**config.mk**
```make
export PLATFORM = sky130hd
export DESIGN_NAME = gstate_sel
export DESIGN_NICKNAME = d
export VERILOG_FILES = /design/src/rtl/gstate_pkg.sv /design/src/rtl/gstate_tick.sv /design/src/rtl/gstate_eval.sv /design/src/rtl/gstate_pick.sv /design/src/rtl/gstate_sel.sv
export SDC_FILE = /design/constraint.sdc
export NUM_CORES = 1
export LEC_CHECK = 0
export BUFFER_PORTS_ARGS = -buffer_cell sky130_fd_sc_hd__buf_2
export CAP_MARGIN = 25
export CORE_MARGIN = 2
export CORE_UTILIZATION = 64
export CTS_BUF_LIST = sky130_fd_sc_hd__clkbuf_8
export DETAILED_ROUTE_END_ITERATION = 8
export GPL_ROUTABILITY_DRIVEN = 1
export PLACE_DENSITY = 0.94
export SLEW_MARGIN = 20
export SYNTH_ARGS = -nofsm -noshare
export SYNTH_HDL_FRONTEND = slang
export SYNTH_HIERARCHICAL = 1
export SYNTH_SLANG_ARGS = --single-unit
```
**constraint.sdc**
```tcl
create_clock -name clk -period 25.9 [get_ports clk]
set_clock_uncertainty 0.05 [all_clocks]
set_input_delay 1.295 -clock clk [delete_from_list [all_inputs] [get_ports clk]]
set_output_delay 1.295 -clock clk [all_outputs]
set_load 0.005 [all_outputs]
```
**src/rtl/gstate_pkg.sv**
```systemverilog
package gstate_pkg;
  typedef enum logic {PH_HOLD = 1'b0, PH_MOVE = 1'b1} phase_t;
endpackage

```
**src/rtl/gstate_tick.sv**
```systemverilog
module gstate_tick #(
  parameter int PERIOD = 20
) (
  input  logic clk,
  input  logic rst,
  output logic tick_o
);
  localparam int CNW = (PERIOD > 2) ? $clog2(PERIOD) : 1;
  logic [CNW-1:0] cnt;

  assign tick_o = (cnt == CNW'(PERIOD - 1));

  always_ff @(posedge clk) begin
    if (rst) cnt <= '0;
    else if (tick_o) cnt <= '0;
    else cnt <= cnt + 1'b1;
  end
endmodule

```
**src/rtl/gstate_eval.sv**
```systemverilog
module gstate_eval #(
  parameter int N_DEV = 4,
  parameter int PW = 8,
  parameter int CW = 8,
  parameter int RW = 8,
  parameter int LW = 8,
  parameter int SW = 3,
  parameter int TW = 12
) (
  input  logic [SW-1:0]            cur_state_i,
  input  logic [RW-1:0]            thr_resp_i,
  input  logic [LW-1:0]            thr_loss_i,
  input  logic [N_DEV*PW-1:0]      pwr_act_i,
  input  logic [N_DEV*PW-1:0]      pwr_dn_i,
  input  logic [N_DEV*CW-1:0]      cost_up_i,
  input  logic [N_DEV*CW-1:0]      cost_dn_i,
  input  logic [(N_DEV+1)*RW-1:0]  pred_resp_i,
  input  logic [(N_DEV+1)*LW-1:0]  pred_loss_i,
  output logic [(N_DEV+1)*TW-1:0]  total_o,
  output logic [N_DEV:0]           ok_o
);
  for (genvar j = 0; j <= N_DEV; j++) begin : g_state
    logic [TW-1:0] pwr_sum;
    logic [CW-1:0] worst;
    always_comb begin
      pwr_sum = '0;
      worst   = '0;
      for (int k = 0; k < N_DEV; k++) begin
        logic was_on, now_on;
        logic [CW-1:0] step;
        was_on = (k < int'(cur_state_i));
        now_on = (k < j);
        if (now_on) pwr_sum = pwr_sum + TW'(pwr_act_i[k*PW +: PW]);
        else        pwr_sum = pwr_sum + TW'(pwr_dn_i[k*PW +: PW]);
        if (was_on == now_on) step = '0;
        else if (now_on)      step = cost_up_i[k*CW +: CW];
        else                  step = cost_dn_i[k*CW +: CW];
        if (step > worst) worst = step;
      end
    end
    assign total_o[j*TW +: TW] = pwr_sum + TW'(worst);
    assign ok_o[j] = (pred_resp_i[j*RW +: RW] <= thr_resp_i) &&
                     (pred_loss_i[j*LW +: LW] <= thr_loss_i);
  end
endmodule

```
**src/rtl/gstate_pick.sv**
```systemverilog
module gstate_pick #(
  parameter int N_DEV = 4,
  parameter int SW = 3,
  parameter int TW = 12
) (
  input  logic [(N_DEV+1)*TW-1:0] total_i,
  input  logic [N_DEV:0]          ok_i,
  output logic [SW-1:0]           pick_o
);
  always_comb begin
    logic          found;
    logic [TW-1:0] best;
    found  = 1'b0;
    best   = '1;
    pick_o = SW'(N_DEV);
    for (int j = 0; j <= N_DEV; j++) begin
      if (ok_i[j] && (!found || total_i[j*TW +: TW] < best)) begin
        found  = 1'b1;
        best   = total_i[j*TW +: TW];
        pick_o = SW'(j);
      end
    end
  end
endmodule

```
**src/rtl/gstate_sel.sv**
```systemverilog
module gstate_sel
  import gstate_pkg::*;
#(
  parameter int N_DEV  = 4,
  parameter int PERIOD = 20,
  parameter int PW = 8,
  parameter int CW = 8,
  parameter int RW = 8,
  parameter int LW = 8
) (
  input  logic                          clk,
  input  logic                          rst,
  input  logic                          thr_wr_i,
  input  logic [RW-1:0]                 thr_resp_i,
  input  logic [LW-1:0]                 thr_loss_i,
  input  logic [N_DEV*PW-1:0]           pwr_act_i,
  input  logic [N_DEV*PW-1:0]           pwr_dn_i,
  input  logic [N_DEV*CW-1:0]           cost_up_i,
  input  logic [N_DEV*CW-1:0]           cost_dn_i,
  input  logic [(N_DEV+1)*RW-1:0]       pred_resp_i,
  input  logic [(N_DEV+1)*LW-1:0]       pred_loss_i,
  input  logic [N_DEV-1:0]              dev_done_i,
  output logic                          dec_valid_o,
  output logic [$clog2(N_DEV+1)-1:0]    dec_code_o,
  output logic [N_DEV-1:0]              active_mask_o,
  output logic                          busy_o,
  output logic [$clog2(N_DEV+1)-1:0]    state_now_o
);
  localparam int NS = N_DEV + 1;
  localparam int SW = $clog2(NS);
  localparam int MW = (PW > CW) ? PW : CW;
  localparam int TW = MW + $clog2(NS) + 1;

  logic [RW-1:0]      thr_resp_q;
  logic [LW-1:0]      thr_loss_q;
  logic               tick;
  logic [NS*TW-1:0]   totals;
  logic [NS-1:0]      ok;
  logic [SW-1:0]      pick;
  logic [N_DEV-1:0]   pick_mask;
  phase_t             phase;

  gstate_tick #(.PERIOD(PERIOD)) u_tick (.clk(clk), .rst(rst), .tick_o(tick));

  gstate_eval #(.N_DEV(N_DEV), .PW(PW), .CW(CW), .RW(RW), .LW(LW), .SW(SW), .TW(TW)) u_eval (
    .cur_state_i(state_now_o), .thr_resp_i(thr_resp_q), .thr_loss_i(thr_loss_q),
    .pwr_act_i(pwr_act_i), .pwr_dn_i(pwr_dn_i), .cost_up_i(cost_up_i), .cost_dn_i(cost_dn_i),
    .pred_resp_i(pred_resp_i), .pred_loss_i(pred_loss_i), .total_o(totals), .ok_o(ok));

  gstate_pick #(.N_DEV(N_DEV), .SW(SW), .TW(TW)) u_pick (
    .total_i(totals), .ok_i(ok), .pick_o(pick));

  always_comb begin
    for (int k = 0; k < N_DEV; k++) pick_mask[k] = (k < int'(pick));
  end

  assign busy_o = (phase == PH_MOVE);

  always_ff @(posedge clk) begin
    if (rst) begin
      thr_resp_q    <= '1;
      thr_loss_q    <= '1;
      dec_valid_o   <= 1'b0;
      dec_code_o    <= SW'(N_DEV);
      state_now_o   <= SW'(N_DEV);
      active_mask_o <= '1;
      phase         <= PH_HOLD;
    end else begin
      dec_valid_o <= 1'b0;
      if (thr_wr_i) begin
        thr_resp_q <= thr_resp_i;
        thr_loss_q <= thr_loss_i;
      end
      case (phase)
        PH_HOLD: if (tick) begin
          dec_valid_o   <= 1'b1;
          dec_code_o    <= pick;
          active_mask_o <= pick_mask;
          if (pick != state_now_o) phase <= PH_MOVE;
        end
        PH_MOVE: if (&dev_done_i) begin
          state_now_o <= dec_code_o;
          phase       <= PH_HOLD;
        end
        default: phase <= PH_HOLD;
      endcase
    end
  end
endmodule

```
Word level (Yosys, flattened, before mapping). Index checks and enable logic that the tools add are counted.

Register bits after elaboration: 33. Input port bits: 231. Output and inout port bits: 12. Logic and storage cells: 127.

Add/subtract/negate cells: 18. $lt $le $gt $ge: 36. Eq/ne operators: 2. Multiplexer cells: 40. Bitwise gates (word level): 1. Reduce and logical (&&, ||, !) cells: 22.

Operators by type and width (number): $mux 8 (22); $add 12x8->12 (14); $gt 8x8->1 (12); $le 8x8->1 (10); $lt 12x12->1 (4); $mux 12 (4); $add 8x8->9 (3); $gt 8x1->1 const B (2); $mux 3 (5); $lt 1x3->1 const A (4); $lt 2x3->1 const A (4); $logic_and 1x1->1 (9); $mux 1 (8); $add 5x1->5 const B (1); $eq 5x5->1 const B (1); $reduce_and 5->1 (1); $logic_not 1->1 (4); $logic_or 1x1->1 (4); $reduce_and 4->1 (1); $reduce_or 2->1 (2); $ne 3x3->1 (1); $pmux 1 s2 (1); $reduce_and 2->1 (1); $not 1->1 (1).

Logic depth before layout (Yosys ltp). Gate-level depths: netlist (run 1).

Word-level depth: 32. Gate-level depth with buffers: 81. Mapped depth without buffers: 75.

Modules after synthesis. Netlist (run 1), hierarchy kept.

By module, submodules not included: gstate_eval (times used 1, cells each 1196, area each 9728.1 µm²); gstate_pick (times used 1, cells each 243, area each 1828.0 µm²); gstate_sel (times used 1, cells each 100, area each 1044.8 µm²); gstate_tick (times used 1, cells each 22, area each 215.2 µm²).

Worst setup path after synthesis (run 1). No wires, ideal clock.

Path type: input to register. Start: in cost_dn_i[9]. End: reg phase (netlist: busy_o). Arrival: 14.791 ns. Required time: 25.733 ns. Path slack: 10.942 ns. Stages on the path: 72. Path buffers: 4. Cell sequence: nand2_1 -> inv_1 -> ha_1 -> nor2b_1 -> o211ai_1 -> a21oi_1 -> o21ai_2 -> mux2_2 -> ha_1 -> nand4_1 -> or2_2 -> o21ai_1 -> buf_4 -> mux2_2 -> ha_1 -> nand4_1 -> o21ai_1 -> o21bai_4 -> [36 not listed] -> o21a_1 -> nand2_1 -> o21a_1 -> buf_6 -> mux2_4 -> ha_1 -> a21oi_1 -> nor2b_1 -> o21ai_0 -> nand2b_1 -> a21oi_1 -> nor2_1 -> a2111oi_0 -> a21boi_0 -> or3_1 -> xnor2_1 -> nand3_1 -> a32o_1.

Word-level cells in the longest chain between the ends: 29. Elaborated cells between the ends (all ways): 45. Classes of those cells: 2 x add/sub; 10 x order compare; 1 x eq/ne; 21 x mux; 11 x reduce/logical.

Ends and longest elaborated chain: from (decl) (RTL line gstate_sel.sv:19) `input logic [N_DEV*CW-1:0] cost_dn_i,`; $mux 8 * (RTL line gstate_eval.sv:35) `if (was_on == now_on) step = '0;`; $gt 8x8->1 (RTL line gstate_eval.sv:38) `if (step > worst) worst = step;`; $mux 8 * (RTL line gstate_eval.sv:38); $gt 8x8->1 (RTL line gstate_eval.sv:38); $mux 8 * (RTL line gstate_eval.sv:38); $gt 8x8->1 (RTL line gstate_eval.sv:38); $mux 8 * (RTL line gstate_eval.sv:38); $add 12x8->12 * (RTL line gstate_eval.sv:41) `assign total_o[j*TW +: TW] = pwr_sum + TW'(worst);`; named net totals[9] (RTL line gstate_sel.sv:37) `logic [NS*TW-1:0] totals;`; [14 not listed]; $logic_or 1x1->1 (RTL line gstate_pick.sv:17) `if (ok_i[j] && (!found || total_i[j*TW +: TW] < best)) begin`; $logic_and 1x1->1 (RTL line gstate_pick.sv:17); $mux 3 * (RTL line gstate_pick.sv:17); named net pick[2] (RTL line gstate_sel.sv:39) `logic [SW-1:0] pick;`; $ne 3x3->1 * (RTL line gstate_sel.sv:79) `if (pick != state_now_o) phase <= PH_MOVE;`; $mux 1 * (RTL line gstate_sel.sv:79); $mux 1 * (RTL line gstate_sel.sv:75) `PH_HOLD: if (tick) begin`; $pmux 1 s2 * (RTL line gstate_sel.sv:74) `case (phase)`; to (signal assigned) (RTL line gstate_sel.sv:79); to (signal assigned) (RTL line gstate_sel.sv:83) `phase <= PH_HOLD;`; to (signal assigned) (RTL line gstate_sel.sv:85) `default: phase <= PH_HOLD;`; to (decl) (RTL line gstate_sel.sv:41) `phase_t phase;`.

Mark *: on every way through the listed nets, which the timed path passes. The rest lies on a longest branch. A chain may end at the register's enable or synchronous reset.

Worst setup path in the final report (run 1).
Start: reg state_now_o[2]. End: reg phase (netlist: busy_o).

Elaborated cells between the ends (all ways): 75. Classes of those cells: 5 x add/sub; 22 x order compare; 1 x eq/ne; 36 x mux; 11 x reduce/logical.

RTL lines: from (decl) (RTL line gstate_sel.sv:27) `output logic [$clog2(N_DEV+1)-1:0] state_now_o`; from (signal assigned) (RTL line gstate_sel.sv:65) `state_now_o <= SW'(N_DEV);`; from (signal assigned) (RTL line gstate_sel.sv:82) `state_now_o <= dec_code_o;`; $lt 1x3->1 (RTL line gstate_eval.sv:31) `was_on = (k < int'(cur_state_i));`; $mux 8 (RTL line gstate_eval.sv:35); $gt 8x1->1 (RTL line gstate_eval.sv:38); $mux 8 (RTL line gstate_eval.sv:38); $gt 8x8->1 (RTL line gstate_eval.sv:38); $mux 8 (RTL line gstate_eval.sv:38); $gt 8x8->1 (RTL line gstate_eval.sv:38); $mux 8 (RTL line gstate_eval.sv:38); [3 not listed]; named net totals[22] (RTL line gstate_sel.sv:37); [13 not listed]; $logic_or 1x1->1 (RTL line gstate_pick.sv:17); $logic_and 1x1->1 (RTL line gstate_pick.sv:17); $mux 3 * (RTL line gstate_pick.sv:17); named net pick[1] (RTL line gstate_sel.sv:39); $ne 3x3->1 * (RTL line gstate_sel.sv:79); $mux 1 * (RTL line gstate_sel.sv:79); $mux 1 * (RTL line gstate_sel.sv:75); $pmux 1 s2 * (RTL line gstate_sel.sv:74).

Marks and branches as above.

==> reports/qor.txt, run 1 <==
worst hold path startpoint = u_tick/cnt[0]
total CTS buffers = 5
CP Capture Type = register
worst endpoint required time = 26.02 ns
Max Buffers Root-to-Sink = 2
initial antenna violation count = 1
crit path time final = 17.43 ns
Worst Tran Pin Value = 1.058 ns
Filler cells = 1441
pwr/cell area = 114.8 nW/um2
post-synth cell types = 81
crit path DAT = 17.55 ns
CTS tree = built
Starting Density = 65.64%
# rows = 51
CP max FO = 25
hold depth = 1
Peak supply drop = 104.9 uV
CP bufs+invs = 3
Total GRT Usage = 36.37%
DRT iter0 DRCs = 1041
Rel. slew slack = 29.49%
most frequent cells in the layout = ha_1 (283), buf_2 (242), inv_1 (190)
DR vias/cell = 6.339
area share of the largest cell type after synthesis = 27.63%
final antenna-violating net count = 0
FF-to-FF setup slack = 8.47 ns
top post-synthesis cells by area = ha_1 (28%), fa_1 (13%), inv_1 (5.6%)
Post-synth EDFFs = 0
DIE HEIGHT = 145.5 um
I/O pin total = 243
P&R area growth vs syn = 11.42%
Yosys top cell by area = ha_1
maximum number of pins on one net before global-route repair = 26
critical path class = reg2reg
H-tree levels = 2
Placement Setup Slack = 8.328 ns
Final setup viols = 0
final worst slack = 8.472 ns
WHS Endpoint = u_tick/cnt[0]
cell mode on critical path = ha_1
global route overflow = 0
core area = 19530 um2
number of remaining DRC errors = 0
max-slew violations = 0
R2R cell count = 69
Syn. warnings = 6
CP delay by family, top = compound AO/OA/AOI/OAI gates
number of global-route vias before repair = 13110
Placer Congestion = 1.037
clk_lat worst skew = 0.29 ns
share of cells above drive strength 1 = 19.85%
worst reg2reg startpoint = state_now_o[2]
DR pass1 iterations = 9
Synth Area per Inst = 8.210 um2
Buffers on Ports = 242
total number of vias = 12990
Mapped Area = 12820 um2
Pwr Total = 0.001640 W
setup bufs post-CTS = 0
hold_buf cts = 0
final critical-path share of the clock period = 67.29%
HPWL Detailed = 34180 um
die width = 145.5 um
first-pass GRT wire length = 63270 um
final hold vios = 0
#FFs+latches synth = 32
CP max stage delay = 0.78 ns
Finished Core Util = 73.13%
outcome = complete, no violations
most common cell after layout, fill and taps aside = ha_1
WL final = 39630 um
CTS sink cnt = 32
Root Buffer = clkbuf_8
sequential fraction of the synthesis area = 4.999%
leakage = 7.601 nW
worst min-delay path class = reg2reg
Worst Setup SP = state_now_o[2]
Critical-path top delay cell = a311oi_1
startpoint type of the worst setup path = register
die area = 21170 um2
Final #Nets = 2378
cells after synthesis = 1561
asr flop ratio synth = 0%
Max Cap Viol = 0
Reg-to-Reg End = busy_o
cts repair resizes = 0
total negative slack = 0 ns
ys flop type = dfxtp_1
routed len/inst = 19.34 um
Worst-path clk slew = 0.07 ns
fmax = 57.38 MHz
unrepaired setup endpoints after global routing = false
cells in the mapped netlist, drive strengths merged, types with 13 or more instances:
master,count
ha,283
inv,192
nand2,126
a21oi,123
nor2,92
fa,82
o21ai,78
mux2i,52
nand4,47
a21o,43
mux2,41
xnor2,41
nor2b,36
or2,34
dfxtp,32
nand2b,29
nand3,23
buf,22
o221ai,22
nor3,16
o211ai,15
a221oi,14
and2,14
xor2,14
clkbuf,13
per-layer routing:
metal  track usage, %  vias up  part of all wire (%)
met4            19.90        2                   6.0
met1            42.14     5968                    38
met2            64.31      835                    47
met5                0        -                 0.033
met3            5.705      203                   9.3
li1                 -     5980                     -
worst register-to-register path: cells and delay by family, from the launching register on:
family | cells | cell delay [ns]
adder cells (fa/ha/maj) | 9 | 3.07
flip-flops | 1 | 0.30
AND/OR/NAND/NOR | 16 | 2.89
multiplexers | 5 | 1.96
AO/OA/AOI/OAI | 35 | 8.44
XOR/XNOR | 1 | 0.20
buffers and inverters | 3 | 0.38
state kept, by name (all words and copies together), names as in the netlist:
register       count
active_mask_o      3
busy_o             1
dec_code_o         3
dec_valid_o        1
state_now_o        3
thr_loss_q         8
thr_resp_q         8
u_tick/cnt         5
power by group:
part           internal, W  switching, W  leakage (nW)   total, W
logic             0.000674      0.000875          7.29    0.00155
registers        0.0000511    0.00000170         0.262  0.0000528
clock network    0.0000187     0.0000196        0.0479  0.0000383
total             0.000744      0.000896          7.60    0.00164
stage by stage:
step	instances	area, um2	hold WS, ns
floorplan	1565	12830	0.3675
global placement	2040	14190	0.3773
detailed placement	2040	14190	0.3926
CTS	2048	14280	0.4018
global route	2048	14280	0.4384
finish	2049	14280	0.4023
logic make-up after synthesis:
kind of cell / after synthesis / share of synthesized area [%]
AOI/OAI and AO/OA: 350 / 18.10
xor gates and xnor gates: 55 / 3.817
adders and majority gates: 365 / 40.44
buffers and inverters: 227 / 7.234
DFF: 32 / 4.999
muxes: 93 / 7.957
other: 1 / 0.02926
and+or+nand+nor: 438 / 17.43
worst max-delay path by stage:
stage,end,cells after the start
after detailed placement,busy_o,69
after floorplan,busy_o,72
after global routing,busy_o,70
after CTS,busy_o,69
after global placement,busy_o,70
final,busy_o,69
final cells by class:
cell class	instances	area, um2	area share [%]
inverter	192	720.7	5.047
clock inverter	3	18.77	0.1314
antenna	1	2.502	0.01752
clock buffer	5	68.82	0.4819
sequential	32	640.6	4.486
tap	265	331.6	2.322
timing repair buffer	245	1234	8.639
multi-input combinational	1306	11260	78.88
No activity file was read; power rests on OpenSTA's default activity.
==> run 2, diff against run 1 <==
--- a/config.mk
+++ b/config.mk
@@ -8,11 +8,11 @@
 export BUFFER_PORTS_ARGS = -buffer_cell sky130_fd_sc_hd__buf_2
 export CAP_MARGIN = 25
 export CORE_MARGIN = 2
-export CORE_UTILIZATION = 64
+export CORE_UTILIZATION = 59
 export CTS_BUF_LIST = sky130_fd_sc_hd__clkbuf_8
 export DETAILED_ROUTE_END_ITERATION = 8
 export GPL_ROUTABILITY_DRIVEN = 1
-export PLACE_DENSITY = 0.94
+export PLACE_DENSITY = 0.88
 export SLEW_MARGIN = 20
 export SYNTH_ARGS = -nofsm -noshare
 export SYNTH_HDL_FRONTEND = slang
==> constraint.sdc (replaced) <==
create_clock -name clk -period 16.7 [get_ports clk]
set_clock_uncertainty 0.05 [all_clocks]
set_input_delay 0.835 -clock clk [delete_from_list [all_inputs] [get_ports clk]]
set_output_delay 0.835 -clock clk [all_outputs]
set_load 0.005 [all_outputs]
==> run 2 against run 1 <==
  * Fmax up 8.9%
  * Sequential power grew 56%
  * Sequential share of layout area is 0.081 points lower
  * Routed wire length up 0.18%
  * Hold slack better by 0.0041 ns
  * Cell count increased by 1.5%
  * Count of clock-buffer cells in the layout grew 1
  * Utilization fell by 4.4 points
  * Non-clock buffer count up 18
  * Clock power increased by 52%
  * Design area up 1.8%
  * Die area is 8.2% higher
  * Highest routed layer is now met4
==> reports/qor.txt, run 2 (synthesis results as in run 1) <==
R2R cell count = 72 (+4.3%)
Worst Setup SP = state_now_o[2]
DR vias/cell = 6.149 (-3.0%)
crit path time final = 16.01 ns (-1.420 ns)
Max Cap Viol = 0 (unchanged)
pwr/cell area = 177.5 nW/um2 (+55%)
worst hold path startpoint = u_tick/cnt[0]
Final setup viols = 0 (unchanged)
Reg-to-Reg End = busy_o
max-slew violations = 0 (unchanged)
DIE HEIGHT = 151.4 um (+4.0%)
Starting Density = 60.58% (-5.1 points)
Peak supply drop = 159.8 uV (+52%)
Placement Setup Slack = 0.2531 ns (-8.075 ns)
critical path class = reg2reg
total number of vias = 12790 (-1.5%)
Rel. slew slack = 33.42% (+3.9 points)
total CTS buffers = 5 (unchanged)
final antenna-violating net count = 0 (unchanged)
DR pass1 iterations = 6 (-3)
final hold vios = 0 (unchanged)
die area = 22920 um2 (+8.2%)
Root Buffer = clkbuf_8
CP max stage delay = 0.53 ns (-0.25 ns)
worst min-delay path class = reg2reg
DRT iter0 DRCs = 1240 (+19%)
Total GRT Usage = 33.81% (-2.6 points)
HPWL Detailed = 34090 um (-0.27%)
leakage = 7.725 nW (+1.6%)
H-tree levels = 2 (unchanged)
worst endpoint required time = 16.82 ns (-9.20 ns)
hold depth = 1 (unchanged)
final critical-path share of the clock period = 95.86% (+29 points)
CP max FO = 12 (-52%)
outcome = complete, no violations
first-pass GRT wire length = 60820 um (-3.9%)
CTS sink cnt = 32 (unchanged)
Placer Congestion = 0.9920 (-4.3%)
Critical Path Sink = busy_o
Worst-path clk slew = 0.06 ns (about the same)
share of cells above drive strength 1 = 21.48% (+1.6 points)
P&R area growth vs syn = 13.48%
Finished Core Util = 68.75% (-4.4 points)
maximum number of pins on one net before global-route repair = 26 (unchanged)
post-placement cell count = 2057 (+0.83%)
fmax = 62.47 MHz (+8.9%)
fin cells = 2080 (+1.5%)
startpoint type of the worst setup path = register
final worst slack = 0.6915 ns (-7.780 ns)
Buffers on Ports = 242 (unchanged)
core area = 21150 um2 (+8.3%)
most common cell after layout, fill and taps aside = ha_1
crit path DAT = 16.13 ns (-1.42 ns)
FF-to-FF setup slack = 0.69 ns (-7.78 ns)
# rows = 53 (+3.9%)
Regs by FF count = thr_loss_q: 8 flops, thr_resp_q: 8 flops, u_tick/cnt: 5 flops
clk_lat worst skew = 0.28 ns (about the same)
most frequent cells in the layout = ha_1 (283), buf_2 (242), inv_1 (192)
number of global-route vias before repair = 12430 (-5.2%)
Max Buffers Root-to-Sink = 2 (unchanged)
die width = 151.4 um (+4.0%)
CTS tree = built
number of remaining DRC errors = 0 (unchanged)
CP Capture Type = register
Final #Nets = 2397 (+0.80%)
WL final = 39700 um (+0.18%)
Critical-path top delay cell = fa_1
worst reg2reg startpoint = state_now_o[2]
routed len/inst = 19.09 um (-1.3%)
initial antenna violation count = 3 (+2)
global route overflow = 0 (unchanged)
I/O pin total = 243 (unchanged)
Worst Tran Pin Value = 0.9987 ns (-0.05904 ns)
## run 2: what timing repair did
item | CTS | global route
hold endpoints to repair | 0 | 0
endpoints found under the setup margin | 0 | 7
setup buffers | 0 | 11
hold buffers | 0 | 0
resized for setup | 0 | 20
## run 2: routing by layer
| metal | GRT usage, % | routed length, um |
|---|---|---|
| met4 | 15.56 | 1774 |
| met1 | 39.58 | 15310 |
| met3 | 7.319 | 4109 |
| met2 | 58.94 | 18510 |
| met5 | 0 | 0 |
## run 2: power by group
part / total [W] / leakage [nW] / switching [W] / internal (W)
sequential: 0.0000823 / 0.262 / 0.00000294 / 0.0000793
clock: 0.0000583 / 0.0538 / 0.0000260 / 0.0000323
combinational: 0.00244 / 7.41 / 0.00137 / 0.00108
total: 0.00258 / 7.72 / 0.00140 / 0.00119
## run 2: metrics by stage
stage	instance area [um2]	setup TNS, ns	hold WS [ns]	power (W)
after floorplan	12830	0	0.3675	0.001891
after global placement	14250	0	0.3842	0.002309
after detailed placement	14250	0	0.3944	0.002406
after CTS	14350	0	0.4039	0.002478
after global routing	14540	-0.09220	0.4208	0.002842
final	14540	0	0.4064	0.002582
## run 2: how the worst min path moves through the flow
| stage | end | slack (ns) |
|---|---|---|
| after floorplan | u_tick/cnt[0] | 0.37 |
| after global routing | u_tick/cnt[0] | 0.42 |
| after global placement | u_tick/cnt[0] | 0.38 |
| final | u_tick/cnt[0] | 0.41 |
| after CTS | u_tick/cnt[0] | 0.40 |
| after detailed placement | u_tick/cnt[0] | 0.39 |
## run 2: final cells by class
cell class                      instances  area, um2
Multi-Input combinational cell       1307      11360
Fill cell                            1681       6610
Timing Repair Buffer                  263       1379
Inverter                              192      720.7
Sequential cell                        32      640.6
Tap cell                              275      344.1
Clock buffer                            6      82.58
Clock inverter                          2      7.507
Antenna cell                            3      7.507
## run 2: critical path: cells and delay by family, from the launching register on
family | cells | cell delay (ns)
compound gates | 36 | 7.81
fa+ha+maj | 9 | 2.99
simple gates | 17 | 2.46
mux | 4 | 1.26
buf+inv | 5 | 0.77
flops | 1 | 0.32
xor+xnor | 1 | 0.24
==> run 3, diff against run 2 <==
==> constraint.sdc (replaced) <==
create_clock -name clk -period 17.25 [get_ports clk]
set_clock_uncertainty 0.05 [all_clocks]
set_input_delay 0.8625 -clock clk [delete_from_list [all_inputs] [get_ports clk]]
set_output_delay 0.8625 -clock clk [all_outputs]
set_load 0.005 [all_outputs]
==> run 3 against run 2 <==
  * Clock power hardly changed
  * Critical path type unchanged
  * Count of clock-buffer cells in the layout unchanged
  * Register-to-register slack better by 0.19 ns
  * Design area shrank 1.3%
  * Power decreased by 5.6%
  * Routed wire length down 0.55%
  * Cell count down 0.87%
==> reports/qor.txt, run 3 (synthesis results as in run 1) <==
number of global-route vias before repair = 12690 (+2.1%)
DR vias/cell = 6.180 (+0.51%)
Total GRT Usage = 33.91% (+0.10 points)
Final #Nets = 2382 (-0.63%)
hold depth = 1 (unchanged)
Starting Density = 60.58% (unchanged)
crit path DAT = 16.50 ns (+0.37 ns)
DR pass1 iterations = 6 (unchanged)
total negative slack = 0 ns (unchanged)
CP max stage delay = 0.53 ns (about the same)
fmax = 61.11 MHz (-2.2%)
cell mode on critical path = a21oi_1
CP max FO = 15 (+3)
Placer Congestion = 0.9449 (-4.7%)
R2R cell count = 69 (-4.2%)
Placement Setup Slack = 0.3301 ns (+0.07697 ns)
number of remaining DRC errors = 0 (unchanged)
Root Buffer = clkbuf_8
Worst Tran Pin Value = 0.9985 ns (-0.0001737 ns)
die width = 151.4 um (unchanged)
Pwr Total = 0.002438 W (-5.6%)
most common cell after layout, fill and taps aside = ha_1
Final setup viols = 0 (unchanged)
Critical Path Sink = busy_o
max-slew violations = 0 (unchanged)
Post-DP Area = 14220 um2 (-0.21%)
WL final = 39490 um (-0.55%)
first-pass GRT wire length = 61530 um (+1.2%)
leakage = 7.639 nW (-1.1%)
critical path class = reg2reg
FF-to-FF setup slack = 0.89 ns (+0.19 ns)
die area = 22920 um2 (unchanged)
worst reg2reg startpoint = state_now_o[1]
Reg-to-Reg End = busy_o
HPWL Detailed = 34130 um (+0.13%)
pwr/cell area = 169.8 nW/um2 (-4.4%)
total CTS buffers = 5 (unchanged)
CTS sink cnt = 32 (unchanged)
startpoint type of the worst setup path = register
DRT iter0 DRCs = 902 (-27%)
P&R area growth vs syn = 12.05%
Max Buffers Root-to-Sink = 2 (unchanged)
initial antenna violation count = 0 (-3)
unrepaired setup endpoints after global routing = false
worst min-delay path class = reg2reg
Regs by FF count = thr_loss_q: 8 flops, thr_resp_q: 8 flops, u_tick/cnt: 5 flops
Peak supply drop = 176.0 uV (+10%)
final worst slack = 0.8861 ns (+0.1946 ns)
share of cells above drive strength 1 = 20.31% (-1.2 points)
Critical-path top delay cell = fa_1
Worst-path clk slew = 0.06 ns (about the same)
Worst Setup SP = state_now_o[1]
DIE HEIGHT = 151.4 um (unchanged)
final critical-path share of the clock period = 94.86% (-1.0 points)
Max Cap Viol = 0 (unchanged)
Buffers on Ports = 242 (unchanged)
global route overflow = 0 (unchanged)
# rows = 53 (unchanged)
core area = 21150 um2 (unchanged)
CTS tree = built
Antenna diodes = 0 (-3)
outcome = complete, no violations
I/O pin total = 243 (unchanged)
most frequent cells in the layout = ha_1 (283), buf_2 (242), inv_1 (192)
total number of vias = 12740 (-0.36%)
CP Capture Type = register
clk_lat worst skew = 0.29 ns (about the same)
Rel. slew slack = 33.43% (about the same)
final hold vios = 0 (unchanged)
worst endpoint required time = 17.38 ns (+0.56 ns)
routed len/inst = 19.15 um (+0.32%)
crit path time final = 16.36 ns (+0.3554 ns)
maximum number of pins on one net before global-route repair = 26 (unchanged)
final antenna-violating net count = 0 (unchanged)
H-tree levels = 2 (unchanged)
final instance area = 14360 um2 (-1.3%)
-- run 3: changes by cell type in the layout (fill, tap and decap cells not counted), sizes merged --
cell    before  now
buf        262  249
o21ai       79   78
clkbuf       7    6
diode        3    0
-- run 3: where the power goes --
part | switching [W] | internal (W)
Combinational | 0.00128 | 0.00102
Clock | 0.0000267 | 0.0000313
Sequential | 0.00000289 | 0.0000768
-- run 3: routing by layer --
| layer | track usage [%] | up-vias | wire, um |
|---|---|---|---|
| met5 | 0 | - | 0 |
| met4 | 15.61 | 0 | 1977 |
| met3 | 4.247 | 162 | 3491 |
| met2 | 60.02 | 738 | 18450 |
| met1 | 40.84 | 5860 | 15570 |
| li1 | - | 5984 | - |
-- run 3: repair_timing --
item / CTS / global route
resized for setup: 0 / 11
buffers inserted: 0 / 1
endpoints found under the hold margin: 0 / 0
hold buffers: 0 / 0
endpoints found under the setup margin: 0 / 7
-- run 3: worst min path at each step --
stage             startpoint       endpoint  slack (ns)
2_1_floorplan  u_tick/cnt[0]  u_tick/cnt[0]        0.37
3_3_place_gp   u_tick/cnt[0]  u_tick/cnt[0]        0.38
3_5_place_dp   u_tick/cnt[0]  u_tick/cnt[0]        0.39
4_1_cts        u_tick/cnt[0]  u_tick/cnt[0]        0.40
5_1_grt        u_tick/cnt[0]  u_tick/cnt[0]        0.41
6_report       u_tick/cnt[0]  u_tick/cnt[0]        0.41
-- run 3: cell type report --
class                      instances  area, um2
tap                              275      344.1
timing repair buffer             249       1264
sequential                        32      640.6
inverter                         192      720.7
clock buffer                       6      82.58
multi-input combinational       1306      11300
fill                            1707       6794
clock inverter                     2      7.507
-- run 3: worst max-delay path: cells and delay by family (launching register included) --
kind	cells	cell delay, ns
buf+inv	3	0.46
xor+xnor	2	0.36
compound gates	31	6.73
flops	1	0.42
simple gates	20	3.57
mux	4	1.38
fa+ha+maj	9	3.22
-- run 3: through the flow --
stage                     utilization [%]  hold slack, ns  cells
after floorplan                         -          0.3675   1565
after global placement              67.24          0.3847   2053
after detailed placement            67.24          0.3918   2053
after CTS                           67.67          0.4001   2061
after global routing                67.88          0.4144   2062
final                               67.88          0.4082   2062
